### config.mk
export PLATFORM = sky130hd
export DESIGN_NAME = pwm_timer_ch
export DESIGN_NICKNAME = d
export VERILOG_FILES = /design/src/rtl/pwm_timer_pkg.sv /design/src/rtl/pwm_cmp_bank.sv /design/src/rtl/pwm_counter.sv /design/src/rtl/pwm_pin_ctl.sv /design/src/rtl/pwm_timer_ch.sv
export SDC_FILE = /design/constraint.sdc
export NUM_CORES = 1
export LEC_CHECK = 0
export BUFFER_PORTS_ARGS = -buffer_cell sky130_fd_sc_hd__buf_2
export CAP_MARGIN = 30
export CORE_MARGIN = 2
export CORE_UTILIZATION = 40
export DETAILED_ROUTE_END_ITERATION = 8
export HOLD_SLACK_MARGIN = 0.02
export PLACE_DENSITY = 0.62
export SETUP_SLACK_MARGIN = 0.05
export SLEW_MARGIN = 20
export SYNTH_ARGS = -nofsm -noshare
export SYNTH_HDL_FRONTEND = slang
export SYNTH_SLANG_ARGS = --single-unit
### constraint.sdc
create_clock -name clk -period 3.2 [get_ports clk]
set_input_delay 0.32 -clock clk [delete_from_list [all_inputs] [get_ports clk]]
set_output_delay 0.32 -clock clk [all_outputs]
set_load 0.005 [all_outputs]
### src/rtl/pwm_timer_pkg.sv
package pwm_timer_pkg;

    localparam int NCMP  = 4;            // compare registers / pins
    localparam int FLD_W = 3;            // stored bits per action field
    localparam int CTL_W = NCMP * FLD_W;

    typedef enum logic [1:0] {
        ST_OFF    = 2'd0,
        ST_PAIRED = 2'd1,
        ST_SHARED = 2'd2
    } run_st_e;

    typedef enum logic [1:0] {
        ACT_KEEP = 2'b00,
        ACT_LOW  = 2'b01,
        ACT_HIGH = 2'b10,
        ACT_TOG  = 2'b11
    } act_e;

    function automatic logic apply_act(input logic cur, input logic [1:0] act);
        logic r;
        unique case (act_e'(act))
            ACT_KEEP: r = cur;
            ACT_LOW:  r = 1'b0;
            ACT_HIGH: r = 1'b1;
            ACT_TOG:  r = ~cur;
            default:  r = cur;
        endcase
        return r;
    endfunction

endpackage

### src/rtl/pwm_cmp_bank.sv
module pwm_cmp_bank #(
    parameter int CNT_W = 16,
    parameter int NCMP  = 4,
    parameter int AW    = 3,
    localparam int SELW = $clog2(NCMP)
) (
    input  logic                  clk,
    input  logic                  rst_n,
    input  logic                  wr_en,
    input  logic [AW-1:0]         wr_addr,
    input  logic [CNT_W-1:0]      wr_data,
    input  logic [CNT_W-1:0]      cnt,
    input  logic [SELW-1:0]       per_sel,
    output logic [NCMP*CNT_W-1:0] cmp_flat,
    output logic [NCMP-1:0]       match,
    output logic [NCMP-1:0]       eq_per
);

    logic [CNT_W-1:0] per_val;
    assign per_val = cmp_flat[per_sel*CNT_W +: CNT_W];

    for (genvar g = 0; g < NCMP; g++) begin : g_reg
        logic [CNT_W-1:0] val;
        always_ff @(posedge clk or negedge rst_n) begin
            if (!rst_n)
                val <= '0;
            else if (wr_en && (wr_addr == AW'(g)))
                val <= wr_data;
        end
        assign cmp_flat[g*CNT_W +: CNT_W] = val;
        assign match[g]  = (cnt == val);
        assign eq_per[g] = (val == per_val);
    end

endmodule

### src/rtl/pwm_counter.sv
module pwm_counter #(
    parameter int CNT_W = 16
) (
    input  logic             clk,
    input  logic             rst_n,
    input  logic             restart,
    input  logic             clr_hit,
    output logic [CNT_W-1:0] cnt
);

    always_ff @(posedge clk or negedge rst_n) begin
        if (!rst_n)
            cnt <= '0;
        else if (restart || clr_hit)
            cnt <= '0;
        else
            cnt <= cnt + 1'b1;
    end

endmodule

### src/rtl/pwm_pin_ctl.sv
module pwm_pin_ctl
    import pwm_timer_pkg::*;
#(
    parameter int NPIN  = 4,
    localparam int SELW = $clog2(NPIN)
) (
    input  logic                  clk,
    input  logic                  rst_n,
    input  logic                  load_init,
    input  logic                  init_shared,
    input  logic                  run_shared,
    input  logic                  clr_hit,
    input  logic [SELW-1:0]       per_sel,
    input  logic [NPIN-1:0]       match,
    input  logic [NPIN-1:0]       eq_per,
    input  logic [NPIN*FLD_W-1:0] ctl,
    output logic [NPIN-1:0]       pin
);

    logic [NPIN-1:0] init_sh, init_pr, nxt_sh, nxt_pr;

    // shared-cycle scheme: one pin per register
    for (genvar g = 0; g < NPIN; g++) begin : g_sh
        logic [1:0] act;
        assign act        = ctl[g*FLD_W +: 2];
        assign init_sh[g] = ctl[g*FLD_W + 2];
        always_comb begin
            if (per_sel == SELW'(g))
                nxt_sh[g] = init_sh[g];
            else if (clr_hit)
                nxt_sh[g] = init_sh[g];
            else if (match[g] && !eq_per[g])
                nxt_sh[g] = apply_act(pin[g], act);
            else
                nxt_sh[g] = pin[g];
        end
    end

    // paired scheme: lead/trail registers share the lead pin
    for (genvar p = 0; p < NPIN/2; p++) begin : g_pr
        localparam int LD = 2*p;
        localparam int TR = 2*p + 1;
        assign init_pr[LD] = ctl[LD*FLD_W + 2];
        assign init_pr[TR] = 1'b0;
        assign nxt_pr[TR]  = 1'b0;
        always_comb begin
            if (match[LD] && match[TR])
                nxt_pr[LD] = pin[LD];
            else if (match[LD])
                nxt_pr[LD] = apply_act(pin[LD], ctl[LD*FLD_W +: 2]);
            else if (match[TR])
                nxt_pr[LD] = apply_act(pin[LD], ctl[TR*FLD_W +: 2]);
            else
                nxt_pr[LD] = pin[LD];
        end
    end

    always_ff @(posedge clk or negedge rst_n) begin
        if (!rst_n)
            pin <= '0;
        else if (load_init)
            pin <= init_shared ? init_sh : init_pr;
        else if (run_shared)
            pin <= nxt_sh;
        else
            pin <= nxt_pr;
    end

endmodule

### src/rtl/pwm_timer_ch.sv
module pwm_timer_ch
    import pwm_timer_pkg::*;
#(
    parameter int CNT_W = 16,
    parameter int AW    = 3
) (
    input  logic             clk,
    input  logic             rst_n,
    input  logic             en_i,
    input  logic             mode_i,
    input  logic             clr_en_i,
    input  logic [1:0]       clr_sel_i,
    input  logic             wr_en_i,
    input  logic [AW-1:0]    wr_addr_i,
    input  logic [CNT_W-1:0] wr_data_i,
    output logic [CNT_W-1:0] cnt_o,
    output logic [NCMP-1:0]  pin_o
);

    localparam int CTL_ADDR = NCMP;

    run_st_e st, st_nxt;
    logic    restart, run_shared, clr_hit;

    logic [NCMP*CNT_W-1:0] cmp_flat;
    logic [NCMP-1:0]       match, eq_per;
    logic [CTL_W-1:0]      ctl;

    // state register
    always_ff @(posedge clk or negedge rst_n) begin
        if (!rst_n) st <= ST_OFF;
        else        st <= st_nxt;
    end

    // next state: start / stop / switch
    always_comb begin
        st_nxt = st;
        unique case (st)
            ST_OFF:    if (en_i) st_nxt = mode_i ? ST_SHARED : ST_PAIRED;
            ST_PAIRED: if (!en_i) st_nxt = ST_OFF;
                       else if (mode_i) st_nxt = ST_SHARED;
            ST_SHARED: if (!en_i) st_nxt = ST_OFF;
                       else if (!mode_i) st_nxt = ST_PAIRED;
            default:   st_nxt = ST_OFF;
        endcase
    end

    // state-derived controls
    always_comb begin
        restart    = (st == ST_OFF) || (st_nxt != st);
        run_shared = (st == ST_SHARED);
        clr_hit    = clr_en_i && match[clr_sel_i];
    end

    // action word: keep initial level and action bits of each field
    always_ff @(posedge clk or negedge rst_n) begin
        if (!rst_n)
            ctl <= '0;
        else if (wr_en_i && (wr_addr_i == AW'(CTL_ADDR)))
            for (int i = 0; i < NCMP; i++)
                ctl[i*FLD_W +: FLD_W] <= {wr_data_i[i*4+3], wr_data_i[i*4 +: 2]};
    end

    pwm_cmp_bank #(.CNT_W(CNT_W), .NCMP(NCMP), .AW(AW)) cmp_i (
        .clk(clk), .rst_n(rst_n),
        .wr_en(wr_en_i), .wr_addr(wr_addr_i), .wr_data(wr_data_i),
        .cnt(cnt_o), .per_sel(clr_sel_i),
        .cmp_flat(cmp_flat), .match(match), .eq_per(eq_per)
    );

    pwm_counter #(.CNT_W(CNT_W)) cnt_i (
        .clk(clk), .rst_n(rst_n),
        .restart(restart), .clr_hit(clr_hit), .cnt(cnt_o)
    );

    pwm_pin_ctl #(.NPIN(NCMP)) pin_i (
        .clk(clk), .rst_n(rst_n),
        .load_init(restart), .init_shared(mode_i), .run_shared(run_shared),
        .clr_hit(clr_hit), .per_sel(clr_sel_i),
        .match(match), .eq_per(eq_per), .ctl(ctl), .pin(pin_o)
    );

endmodule

Word-level counts from Yosys, hierarchy flattened:

Index checks and enable logic that the tools add are counted.
Widths: inputs -> output; s select.

* reduce and logical (&&, ||, !) cells: 31
* multiplexer cells: 37
* add/subtract/negate cells: 1
* equality and inequality tests: 40
* shift operators: 1
* bitwise gates (word level): 4
* $lt $le $gt $ge: 1

Operators with widths (count)
* $eq 16x16->1: 8
* $shiftx 64x7->16: 1
* $ne 5x5->1 const B: 6
* $eq 2x2->1 const B: 11
* $mux 1: 19
* $add 16x1->16 const B: 1
* $mux 16: 1
* $eq 2x1->1 const B: 6
* $logic_and 1x1->1: 12
* $logic_not 2->1: 6
* $mux 2: 6
* $mux 4: 3
* $pmux 1 s3: 4
* $ne 4x3->1 const B: 2
* $pmux 1 s4: 2
* $reduce_and 4->1: 2
* $reduce_bool 4->1: 2
* $eq 3x2->1 const B: 2
* $ne 3x2->1 const B: 2
* $pmux 2 s3: 1
* $logic_not 1->1: 4
* $not 1->1: 4
* $reduce_and 2->1: 2
* $eq 3x1->1 const B: 1
* 6 further kinds: 7

* register bits: 98
* logic and storage cells: 126
* output and inout port bits: 20
* bits of input ports: 27

Logic depth before layout (Yosys ltp):

* depth in word-level cells: 9
* mapped depth: 11
* depth with buffers taken out: 8

By module:

A second synthesis with hierarchy kept.

* cells, all modules: 690
* area total of the unflattened synthesis: 6976.7 µm²

By module, submodules not included
* pwm_cmp_bank: times used 1, area an instance 5083.6 µm², cells an instance 512, sequential area each 1601.5 µm²
* pwm_counter: times used 1, area an instance 804.5 µm², cells an instance 81, sequential area each 400.4 µm²
* pwm_timer_ch: times used 1, area an instance 634.4 µm², cells an instance 37, sequential area each 350.3 µm²
* pwm_pin_ctl: times used 1, area an instance 454.2 µm², cells an instance 60, sequential area each 100.1 µm²

Worst setup path after synthesis:

No wires, ideal clock.

* kind: reg2reg
* from: register cnt_i.cnt[0]
* to: register pin_i.pin[2]
* library setup time: 0.125 ns
* required time: 3.075 ns
* path buffers: 1
* setup slack: 0.873 ns
* period minus slack after synthesis: 2.327 ns
* cell stages (with the launch flop): 10
* arrival time: 2.203 ns
* path through: dfrtp_1 buf_6 xor2_1 nor4_2 nand4_1 a22oi_2 o211ai_4 and2_4 a211o_1 mux2_2

* word-level cells in the longest chain between the ends: 8
* elaborated cells on any way between the ends: 20
* classes of those cells: eq/ne (7); mux (8); reduce/logical (5)

Ends and longest elaborated chain
* from (decl): line pwm_counter.sv:8 `output logic [CNT_W-1:0] cnt`
* from (signal assigned): line pwm_counter.sv:17 `cnt <= cnt + 1'b1;`
* $eq 16x16->1: line pwm_cmp_bank.sv:31 `assign match[g] = (cnt == val);`
* $bmux 1 s2: line pwm_timer_ch.sv:52 `clr_hit = clr_en_i && match[clr_sel_i];`
* $mux 1 (implied by the code): line pwm_timer_ch.sv:52
* $logic_and 1x1->1: line pwm_timer_ch.sv:52
* $mux 1: line pwm_pin_ctl.sv:30 `else if (clr_hit)`
* $mux 1: line pwm_pin_ctl.sv:28 `if (per_sel == SELW'(g))`
* $mux 4: line pwm_pin_ctl.sv:63 `else if (run_shared)`
* $mux 4: line pwm_pin_ctl.sv:61 `else if (load_init)`
* to (signal assigned): line pwm_pin_ctl.sv:62 `pin <= init_shared ? init_sh : init_pr;`
* to (signal assigned): line pwm_pin_ctl.sv:64 `pin <= nxt_sh;`
* to (signal assigned): line pwm_pin_ctl.sv:66 `pin <= nxt_pr;`
* to (decl): line pwm_pin_ctl.sv:17 `output logic [NPIN-1:0] pin`

Several ways; a longest one is shown, not always the timed one. The select of a mux whose other input is x is not followed.
A chain may end at the register's enable or synchronous reset.

Final worst setup path:

* from: register cnt_i.cnt[11]
* to: register pin_i.pin[2]

Same word-level chain as after synthesis.

==> results.py <==
metrics = {
    "yosys": {
        "syn_area_sq_mm": 0.00702,
        "synth_nets": 725,
        "yosysUniqueCellTypes": 67,
        "synth_seq_cells": 98,
        "synth-edff-count": 0,
        "ys.flop_type": "dfrtp_1",
        "async_reset_ff_share_pct": 100,
        "yosysSeqAreaShare_pct": 35.0,
        "syn-instance-count": 697,
        "avgSynthCellArea_sq_um": 10.1,
        "ys_warn_count": 0,
    },
    "worst_setup_path": {
        "slowest_delay_ns": 0.52,
        "required_ns": 3.45,
        "cp_data_arrival_time_ns": 3.18,
        "critical_path_class": "reg2reg",
        "critPathCaptureType": "register",
        "crit_slowest_cell": "dfrtp_1",
        "crit_fanout": 9,
        "crit_path_start_kind": "register",
        "path_cells": "xor2_1, nor4_1, nand4_1, nor2_1, o211ai_4, and2_4, a211o_1, mux2_2",
    },
    "pwr": {
        "vdd.ir_drop.worst_mv": 0.280,
        "p_per_area_mw_per_mm2": 594,
        "leakage_nw": 3.40,
    },
    "sta": {
        "max_freq_mhz": 341,
        "finalCritPeriodShare_pct": 91.6,
        "min_period_ns": 2.93,
        "fin_tns_setup_ns": 0,
        "relSlewSlack_pct": 44.1,
        "tightest_slew_ns": 0.839,
        "rsz0062_at_grt": "false",
        "setup-violations-final": 0,
        "hold_viol": 0,
        "fin_skew_ns": 0.00816,
        "drv_slew": 0,
    },
    "final_layout": {
        "final_cell_mix": "xor2_1, dfrtp_1, mux2_2",
        "diodes": 0,
        "finalNetCount": 740,
        "num-fill-cells": 1650,
        "fin_cells": 942,
        "area_delta_synth_final_pct": 9.02,
        "final_util_pct": 44.4,
        "drive_above_1_share_pct": 24.8,
        "layout_commonest_cell": "xor2_1",
    },
    "min_path": {
        "hp-class": "in2reg",
    },
    "routing": {
        "num_vias": 5380,
        "wire_per_inst_um": 22.6,
        "drtAntennaViolNets": 0,
        "first_pass_iters": 5,
        "drt-total-wl_um": 21300,
        "drt-initial-drc-count": 572,
        "vias_per_cell": 5.71,
        "drcViolationCount": 0,
    },
    "clock_network": {
        "htreeDepth": 3,
        "cts_tree": "done",
        "cts_root_buf": "clkbuf_16",
        "post_cts_resize_count": 0,
        "clk_path_buf_depth": 2,
        "path_clk_slew_ns": 0.07,
        "insertion_delay_ns": 0.36,
        "cts.sinks": 98,
        "numCtsBuffers": 9,
    },
    "run_status": {
        "status": "completed",
    },
    "floorplanning": {
        "die_h_um": 136,
        "die_area_sq_mm": 0.0186,
        "fp-row-count": 48,
        "initial_core_util_pct": 40.7,
        "io_pins": 47,
        "core_sq_mm": 0.0172,
        "die_w_um": 136,
    },
    "grt": {
        "grt_pass1_wl_um": 32500,
        "track_usage_pct": 23.8,
        "grt-ovfl-total": 0,
        "grt_pass1_vias": 5251,
        "grt_max_degree": 48,
        "grt_antenna_before_repair": 0,
    },
    "placement": {
        "hpwl_um": 16400,
        "gp_congestion": 0.972,
        "port_buffers": 46,
        "placed_cells": 924,
    },
    "flow_run": {
        "drv_cap": 0,
    },
}
## cell usage after synthesis, drive strengths merged (3+ instances only)
cell / n / area (sq um)
a211oi: 3 / 22.5
a21oi: 12 / 60.1
a221oi: 3 / 26.3
a22oi: 5 / 42.5
a31oi: 5 / 31.3
and3: 4 / 25.0
buf: 39 / 265
clkbuf: 29 / 110
dfrtp: 98 / 2450
inv: 20 / 75.1
mux2: 73 / 822
mux2i: 41 / 414
nand2: 25 / 93.8
nand3: 16 / 80.1
nand4: 12 / 81.3
nor2: 34 / 128
nor2b: 4 / 25.0
nor3: 13 / 65.1
nor4: 25 / 194
o211ai: 4 / 43.8
o21ai: 20 / 100
or3: 3 / 18.8
xnor2: 64 / 561
xor2: 105 / 920
## worst max-delay path: cells and delay by family, from the launching register on
| family | cells | cell delay (ns) |
|---|---|---|
| mux | 1 | 0.26 |
| compound gates | 2 | 0.43 |
| xor+xnor | 1 | 0.22 |
| flops | 1 | 0.52 |
| simple gates | 4 | 1.40 |
## timing repair
item,CTS,global route
setup buffers,0,0
endpoints found under the hold margin,45,0
hold buffers,1,0
## cell families (layout without fill, tap and decap cells)
family / count (synthesis) / after routing / synth area share [%]
AO/OA/AOI/OAI: 76 / 76 / 7.54
multiplexers: 116 / 116 / 18.3
flip-flops: 98 / 98 / 35.0
buffers and inverters: 88 / 108 / 6.42
XOR/XNOR: 169 / 169 / 21.1
adder cells (fa/ha/maj): 1 / 1 / 0.178
AND/OR/NAND/NOR: 149 / 149 / 11.6
## routing by layer
layer	share of wire [%]	global-route usage, %
met5	0	0
met4	3.3	9.38
met3	5.1	3.58
met2	46	37.2
met1	45	33.1
## through the flow
step           area, sq um  hold WS [ns]  setup WS [ns]  power [mW]
2_1_floorplan         7020        0.0244          0.873        2.93
3_3_place_gp          7350         0.358          0.107        3.45
3_5_place_dp          7350         0.372         0.0541        3.46
4_1_cts               7640         0.197          0.331        4.53
5_1_grt               7650         0.207          0.176        4.77
6_report              7650         0.206          0.270        4.54
## state kept, by name, indices dropped and copies added (netlist names)
register / count
cnt_i.cnt: 16
cmp_i.g.val: 64
st: 2
pin_i.pin: 4
ctl: 12
## path summary, 6_finish.rpt
kind | start | to | slack, ns | depth (start not counted)
worst min register to register | ctl[6]$_DFFE_PN0P_ | ctl[6]$_DFFE_PN0P_ | 0.51 | 1
worst max-delay path | cnt_i.cnt[11]$_DFF_PN0_ | pin_i.pin[2]$_DFFE_PN0P_ | 0.27 | 8
worst min-delay path | wr_data_i[2] | cmp_i.g_reg[2].val[2]$_DFFE_PN0P_ | 0.21 | 3
max in group asynchronous | rst_n | cmp_i.g_reg[0].val[13]$_DFFE_PN0P_ | 1.69 | 3
worst max register to register | cnt_i.cnt[11]$_DFF_PN0_ | pin_i.pin[2]$_DFFE_PN0P_ | 0.27 | 8
min in group asynchronous | rst_n | cmp_i.g_reg[1].val[1]$_DFFE_PN0P_ | 0.52 | 2
## final cells by class
cell class	count	area, sq um	area share [%]
Timing Repair Buffer	72	430	5.63
Clock buffer	9	225	2.94
Inverter	20	75.1	0.981
Clock inverter	7	61.3	0.801
Sequential cell	98	2450	32.1
Tap cell	225	282	3.68
Multi-Input combinational cell	511	4120	53.9
## report_power, final
| part | switching (mW) | total, mW | internal (mW) |
|---|---|---|---|
| Combinational | 0.788 | 1.53 | 0.747 |
| Sequential | 0.493 | 1.95 | 1.46 |
| Clock | 0.516 | 1.06 | 0.541 |
Note: power is estimated with default switching activity, not from simulation.
